`src/rtl/uart_irq_prioritizer.sv`:
```
module uart_irq_prioritizer #(
  parameter int DEPTH = 64,
  localparam int LW = $clog2(DEPTH + 1)
) (
  input  logic          clk,
  input  logic          rst_n,
  input  logic          fifo_en,
  input  logic          rx_fifo_clr,
  input  logic [4:0]    ier,
  input  logic [LW-1:0] rx_level,
  input  logic [LW-1:0] tx_level,
  input  logic [3:0]    rx_trig4,
  input  logic [1:0]    rx_sel2,
  input  logic [3:0]    tx_trig4,
  input  logic [1:0]    tx_sel2,
  input  logic          ev_line_err,
  input  logic          lsr_rd,
  input  logic          ev_rx_tmo,
  input  logic          ev_xoff,
  input  logic          ev_special,
  input  logic          ev_xon,
  input  logic          cts_n,
  input  logic          rts_n,
  input  logic          dsr_n,
  input  logic          wake_en,
  input  logic          ev_wake,
  input  logic          iir_rd,
  output logic [5:0]    iir_code,
  output logic [5:0]    iir_rdata,
  output logic          irq_n,
  output logic          wake_sts
);
  localparam int FINE   = DEPTH / 16;
  localparam int COARSE = DEPTH / 4;

  localparam logic [5:0] C_NONE = 6'b000001;
  localparam logic [5:0] C_LINE = 6'b000110;
  localparam logic [5:0] C_TMO  = 6'b001100;
  localparam logic [5:0] C_RX   = 6'b000100;
  localparam logic [5:0] C_TX   = 6'b000010;
  localparam logic [5:0] C_XS   = 6'b010000;
  localparam logic [5:0] C_MDM  = 6'b100000;

  function automatic int pick_thr(input logic [3:0] fine, input logic [1:0] coarse);
    if (fine != 4'd0) return int'(fine) * FINE;
    return (int'(coarse) + 1) * COARSE;
  endfunction

  logic       ls_flag, clr_armed, tmo_flag, xoff_flag, spec_flag, modem_flag;
  logic [2:0] pins_q;

  wire [2:0] pins_now = {cts_n, rts_n, dsr_n};
  wire       pin_rise = |(pins_now & ~pins_q);

  wire rx_hit = fifo_en ? (int'(rx_level) >= pick_thr(rx_trig4, rx_sel2)) : (rx_level != '0);
  wire tx_hit = fifo_en ? (int'(tx_level) <= pick_thr(tx_trig4, tx_sel2)) : (tx_level == '0);

  wire ls_p  = ls_flag & ier[2];
  wire tmo_p = tmo_flag & ier[0];
  wire rx_p  = rx_hit & ier[0];
  wire tx_p  = tx_hit & ier[1];
  wire xs_p  = (xoff_flag | spec_flag) & ier[4];
  wire md_p  = modem_flag & ier[3];

  always_comb begin
    if (ls_p)       iir_code = C_LINE;
    else if (tmo_p) iir_code = C_TMO;
    else if (rx_p)  iir_code = C_RX;
    else if (tx_p)  iir_code = C_TX;
    else if (xs_p)  iir_code = C_XS;
    else if (md_p)  iir_code = C_MDM;
    else            iir_code = C_NONE;
  end

  assign irq_n = ~(ls_p | tmo_p | rx_p | tx_p | xs_p | md_p | wake_sts);

  wire ls_clear  = lsr_rd & (fifo_en | clr_armed);
  wire rd_tmo    = iir_rd & (iir_code == C_TMO);
  wire rd_xs     = iir_rd & (iir_code == C_XS);
  wire rd_mdm    = iir_rd & (iir_code == C_MDM);

  always_ff @(posedge clk or negedge rst_n) begin
    if (!rst_n) begin
      ls_flag    <= 1'b0;
      clr_armed  <= 1'b0;
      tmo_flag   <= 1'b0;
      xoff_flag  <= 1'b0;
      spec_flag  <= 1'b0;
      modem_flag <= 1'b0;
      wake_sts   <= 1'b0;
      pins_q     <= 3'b111;
      iir_rdata  <= C_NONE;
    end else begin
      ls_flag    <= ev_line_err | (ls_flag & ~ls_clear);
      clr_armed  <= ls_flag & ~ls_clear & (clr_armed | rx_fifo_clr);
      tmo_flag   <= ev_rx_tmo | (tmo_flag & ~rd_tmo);
      xoff_flag  <= ev_xoff | (xoff_flag & ~ev_xon);
      spec_flag  <= ev_special | (spec_flag & ~rd_xs);
      modem_flag <= pin_rise | (modem_flag & ~rd_mdm);
      wake_sts   <= wake_en & (wake_sts | ev_wake);
      pins_q     <= pins_now;
      if (iir_rd) iir_rdata <= iir_code;
    end
  end
endmodule

```
`config.mk`:
```
export PLATFORM = sky130hd
export DESIGN_NAME = uart_irq_prioritizer
export DESIGN_NICKNAME = d
export VERILOG_FILES = /design/src/rtl/uart_irq_prioritizer.sv
export SDC_FILE = /design/constraint.sdc
export NUM_CORES = 1
export LEC_CHECK = 0
export BUFFER_PORTS_ARGS = -buffer_cell sky130_fd_sc_hd__clkbuf_2
export CELL_PAD_IN_SITES_DETAIL_PLACEMENT = 1
export CELL_PAD_IN_SITES_GLOBAL_PLACEMENT = 2
export CORE_AREA = 2 2 70 72
export CTS_BUF_LIST = sky130_fd_sc_hd__clkbuf_2 sky130_fd_sc_hd__clkbuf_4 sky130_fd_sc_hd__clkbuf_8
export DETAILED_ROUTE_END_ITERATION = 12
export DIE_AREA = 0 0 72 74
export MAX_ROUTING_LAYER = met4
export PLACE_DENSITY = 0.85
export SKIP_LAST_GASP = 1
export SYNTH_ARGS = -nofsm -noshare
export SYNTH_HDL_FRONTEND = slang
export SYNTH_SLANG_ARGS = --single-unit
```
`constraint.sdc`:
```
create_clock -name clk -period 1.55 [get_ports clk]
set_input_delay 0 -clock clk [delete_from_list [all_inputs] [get_ports clk]]
set_output_delay 0 -clock clk [all_outputs]
set_load 0.03 [all_outputs]
```
Word-level counts from Yosys, hierarchy flattened
Cells that the tools add are included.
Widths: inputs -> output; s select.
{"block": "classes", "n_addsub": 2, "order_cmp": 2, "n_eq_ne": 3, "n_mux": 14, "n_bitwise": 40, "reduce_logical": 5}
{"cell": "$mux 6", "n": 8}
{"cell": "$ge 8x32->1", "n": 1}
{"cell": "$le 8x32->1", "n": 1}
{"cell": "$mux 32", "n": 1}
{"cell": "$and 1x1->1", "n": 17}
{"cell": "$or 1x1->1", "n": 15}
{"cell": "$reduce_bool 4->1", "n": 2}
{"cell": "$logic_not 7->1", "n": 1}
{"cell": "$mux 7", "n": 1}
{"cell": "$reduce_bool 7->1", "n": 1}
{"cell": "$add 2x1->3 const B", "n": 2}
{"cell": "$eq 6x4->1 const B", "n": 1}
{"cell": "$eq 6x5->1 const B", "n": 1}
{"cell": "$eq 6x6->1 const B", "n": 1}
{"cell": "$not 1->1", "n": 6}
{"cell": "$mux 1", "n": 4}
{"cell": "$and 3x3->3", "n": 1}
{"cell": "$not 3->3", "n": 1}
{"cell": "$reduce_or 3->1", "n": 1}
{"block": "totals", "register_bits": 16, "input_bits": 47, "out_inout_bits": 14, "elab_cells": 75}

Longest topological paths before layout
{"block": "logic_depth", "depth_word": 15, "depth_mapped": 8, "ltp_nobuf": 8}

Least setup slack after synthesis
Ideal clock, no wire load.
{"block": "synth_timing", "kind": "in2out", "from": "input tx_trig4[1]", "to": "output iir_code[1]", "t_arrival_ns": 1.920, "required_time_ns": 1.550, "path_slack_ns": -0.370, "stages": 8, "n_path_buf": 0, "cell_sequence": "nor3_1 > nand3b_1 > ha_1 > nand3_1 > o41ai_1 > a31o_2 > nand2_1 > o21ai_0"}
{"block": "synth_between", "elab_chain_cells": 10, "elab_cells_between_ends": 11, "classes_between": "order compare (1); mux (8); bitwise (1); reduce/logical (1)"}
{"element": "start, declared", "line_no": "14", "source": "input logic [3:0] tx_trig4,"}
{"element": "$reduce_bool 4->1", "line_no": "45", "source": "if (fine != 4'd0) return int'(fine) * FINE;"}
{"element": "$mux 1 / $mux 6 (equally long branches)", "line_no": "45"}
{"element": "$mux 32 *", "line_no": "46", "source": "return (int'(coarse) + 1) * COARSE;"}
{"element": "$le 8x32->1 *", "line_no": "56", "source": "wire tx_hit = fifo_en ? (int'(tx_level) <= pick_thr(tx_trig4, tx_sel2)) : (tx_level == '0);"}
{"element": "$mux 1 *", "line_no": "56"}
{"element": "$and 1x1->1 *", "line_no": "61", "source": "wire tx_p = tx_hit & ier[1];"}
{"element": "$mux 6 *", "line_no": "69", "source": "else if (tx_p) iir_code = C_TX;"}
{"element": "$mux 6 *", "line_no": "68", "source": "else if (rx_p) iir_code = C_RX;"}
{"element": "$mux 6 *", "line_no": "67", "source": "else if (tmo_p) iir_code = C_TMO;"}
{"element": "$mux 6 *", "line_no": "66", "source": "if (ls_p) iir_code = C_LINE;"}
{"element": "end, declared", "line_no": "28", "source": "output logic [5:0] iir_code,"}
Every way passes the cells marked *; elsewhere a longest branch is shown, timed or not.

Worst setup path in the final report
{"block": "layout_timing", "from": "input tx_sel2[0]", "to": "output irq_n"}
{"block": "layout_between", "elab_chain_cells": 10}
{"element": "start, declared", "line_no": "15", "source": "input logic [1:0] tx_sel2,"}
{"element": "$add 2x1->3", "line_no": "46"}
{"element": "$mux 32", "line_no": "46"}
{"element": "$le 8x32->1", "line_no": "56"}
{"element": "$mux 1", "line_no": "56"}
{"element": "$and 1x1->1", "line_no": "61"}
{"element": "$or 1x1->1 (4 in series)", "line_no": "75", "source": "assign irq_n = ~(ls_p | tmo_p | rx_p | tx_p | xs_p | md_p | wake_sts);"}
{"element": "$not 1->1", "line_no": "75"}
{"element": "end, declared", "line_no": "30", "source": "output logic irq_n,"}
Every way passes these cells.

==> run_results.csv <==
group,metric,value,unit
clocking,cts_tree,"built",
setup_path,cp-start-kind,"input port",
detailed_routing,vias,1262,
pwr,power,1.31,mW
final_layout,antennaDiodeCount,0,
detailed_routing,maxUsedRoutingLayer,"met4",
final_layout,nFillCells,532,
sta,fmax,536,MHz
detailed_routing,drc_errors,0,
clocking,numCtsBuffers,3,
placed_design,gp_congestion,0.788,
final_layout,stdcell_count,265,
detailed_routing,viasPerCell,4.76,
logic_synthesis,synthCells,116,
setup_path,end_kind,"primary output",
sta,period_share,1.20,
detailed_routing,wl_met1,1.46,mm
sta,fin_skew,0.00478,ns
pwr,peakVddDrop,0.000393,V
logic_synthesis,syn_area,1110,sq um
final_layout,drive_gt1_frac,0.559,
sta,worstMarginPinSlew,0.396,ns
logic_synthesis,yosys_warnings,0,
setup_path,cp_slowest_cell,"ha_1",
min_path,worstHoldStart,"ev_special",
final_layout,final_nets,271,
global_routing,grt_first_pass_wirelength,6.12,mm
final_layout,final_common_cell,"clkbuf_2",
sta,rsz0062_at_grt,"true",
pwr,powerDensity,632,nW/um^2
logic_synthesis,synth_area_per_cell,9.59,sq um
clocking,path_clk_slew,0.06,ns
detailed_routing,wl_per_cell,14.8,um
logic_synthesis,synth_top_area_share,0.270,
placed_design,hpwlAfterDp,2.87,mm
clocking,insertion_delay,0.25,ns
die,rows,25,
detailed_routing,dr.first_iter.drc_count,20,
sta,hold_viol,0,
die,die_x,72,um
die,dieHeight,74,um
setup_path,path_cells,"buf_4 -> ha_4 -> a21oi_2 -> ha_1 -> nand3_4 -> o21bai_1 -> a31o_2 -> a21oi_4 -> and4b_2 -> clkbuf_8",
logic_synthesis,synth_seq_cells,16,
detailed_routing,met3_wirelength,146,um
setup_path,crit_fanout,6,
sta,relSlewSlack,0.736,
sta,fin_crit,1.86,ns
sta,whs,0.0340,ns
detailed_routing,ant_nets,0,
detailed_routing,wl,3.92,mm
die,start_util,0.242,
setup_path,worstSetupPathType,"in -> out",
detailed_routing,drtPass1Iterations,4,
placed_design,io_buffers,60,
setup_path,slowest_delay,0.34,ns
min_path,worstHoldPathType,"in -> reg",
setup_path,cp.arrival,1.86,ns
logic_synthesis,synth_area_leaders,"dfrtp_1 (27%), ha_1 (13%), dfstp_2 (9.4%)",
global_routing,grt_max_degree,17,
global_routing,track_usage,0.151,
sta,finalSetupViolCount,10,
status,outcome,"finished with violations",
clocking,htreeDepth,1,
sta,fin_ws,-0.315,ns
clocking,clockBufferDepth,2,
status,violations,"negative setup slack",
setup_path,cp_data_required_time,1.55,ns
pwr,leakagePower,1.00,nW
logic_synthesis,synth_area_leader_cell,"dfrtp_1",
logic_synthesis,synthDistinctLibCells,39,
final_layout,final_cell_mix,"clkbuf_2 (47), buf_4 (20), dfrtp_1 (12), dlygate4sd3_1 (11)",
job,maxCapViolations,0,
setup_path,worst_r2r_startpoint,"ls_flag$_DFF_PN0_",
die,io_pins,61,
die,coreArea,4600,sq um
setup_path,startpoint,"tx_sel2[0]",
final_layout,syn2layout_area_growth,86.3,%
logic_synthesis,yosysSeqAreaShare,0.364,
global_routing,antenna_found_initial,0,
clocking,clkSinkCount,16,
clocking,root_buffer,"clkbuf_8",
die,dieArea,5330,sq um
global_routing,gr-total-overflow,0,
detailed_routing,wl_met2,2.25,mm
sta,slew_violations,0,
placed_design,placed_cells,245,
final_layout,post-route-util,0.451,
global_routing,grt_pass1_vias,1362,
logic_synthesis,syn_nets,175,
==> per-stage QoR <==
step                      setup TNS (ns)  worst slack (ns)  area, sq um
after CTS                          -1.89            -0.298         1970
after floorplan                   -0.730            -0.152         1170
after global routing               -2.65            -0.388         2070
final                              -1.82            -0.315         2070
after detailed placement           -3.86            -0.387         1650
after global placement             -3.62            -0.389         1650
==> layer usage <==
layer  GRT usage  vias up
li1            -      618
met1       0.158      601
met2       0.308       36
met3      0.0163        7
met4      0.0252        0
met5           -        -
==> timing repair <==
action	CTS	global route
hold buffers	11	0
buffers inserted	4	2
resized for setup	24	30
endpoints found under the setup margin	11	13
pin swaps	11	4
hold endpoints to repair	24	0
==> kinds of logic after synthesis <==
kind of cell,after synthesis,share of synthesized area
AO/OA/AOI/OAI,30,0.215
adder cells (fa/ha/maj),12,0.135
buffers and inverters,11,0.0371
flip-flops,16,0.364
multiplexers,2,0.0202
AND/OR/NAND/NOR,45,0.228
==> power breakdown <==
group | switching, mW | leakage (nW) | internal (mW)
clock network | 0.138 | 0.0262 | 0.200
registers | 0.0179 | 0.178 | 0.453
logic | 0.249 | 0.797 | 0.253
==> critical path, delay by kind of cell <==
kind,cells,cell delay (ns)
AOI/OAI and AO/OA,4,0.65
buffers and inverters,2,0.28
adders and majority gates,2,0.60
and+or+nand+nor,2,0.33
==> final cells by class <==
type | instances | area, sq um | share of cell area
Clock buffer | 4 | 48.8 | 0.0236
Timing Repair Buffer | 92 | 676 | 0.326
Multi-Input combinational cell | 89 | 837 | 0.404
Inverter | 10 | 37.5 | 0.0181
Tap cell | 54 | 67.6 | 0.0326
Sequential cell | 16 | 405 | 0.196
==> path summary, 6_finish.rpt <==
check                                           end  slack (ns)  depth (start not counted)
worst max-delay path                          irq_n       -0.31                         10
worst min-delay path            spec_flag$_DFF_PN0_        0.03                          3
worst max register to register  spec_flag$_DFF_PN0_       -0.09                          8
worst min register to register  clr_armed$_DFF_PN0_        0.50                          2
max in group asynchronous       pins_q[0]$_DFF_PN1_        1.03                          2
min in group asynchronous       xoff_flag$_DFF_PN0_        0.20                          2
==> synth_stat cells <==
| library cell | count |
|---|---|
| nand2b_1 | 2 |
| o41ai_1 | 1 |
| or4_4 | 2 |
| o21ai_0 | 3 |
| nor3_1 | 3 |
| a22o_1 | 2 |
| o31a_1 | 1 |
| and4b_1 | 1 |
| a2bb2oi_2 | 1 |
| o22ai_1 | 1 |
| dfrtp_1 | 12 |
| a21o_1 | 2 |
| a2bb2oi_1 | 1 |
| nor2_1 | 10 |
| mux2_2 | 2 |
| o2111ai_1 | 1 |
| o21bai_1 | 1 |
| nand3_1 | 4 |
| clkbuf_1 | 1 |
| o221ai_1 | 1 |
| a21boi_0 | 1 |
| nand2_1 | 7 |
| and3_1 | 4 |
| a21oi_4 | 1 |
| nor4bb_1 | 1 |
| nor2b_1 | 4 |
| a21oi_1 | 7 |
| dfstp_2 | 4 |
| o31ai_4 | 1 |
| a31o_2 | 1 |
| or4_1 | 1 |
| o21a_1 | 2 |
| o21ai_1 | 1 |
| and3b_1 | 1 |
| ha_1 | 12 |
| a32o_1 | 1 |
| nand3b_1 | 2 |
| inv_1 | 10 |
| nor4_1 | 3 |
==> state kept, by name (all words and copies together), names as in the netlist <==
signal,flops
clr_armed,1
iir_rdata,6
tmo_flag,1
pins_q,3
modem_flag,1
xoff_flag,1
ls_flag,1
wake_sts,1
spec_flag,1
Note: power is estimated with default switching activity, not from simulation.
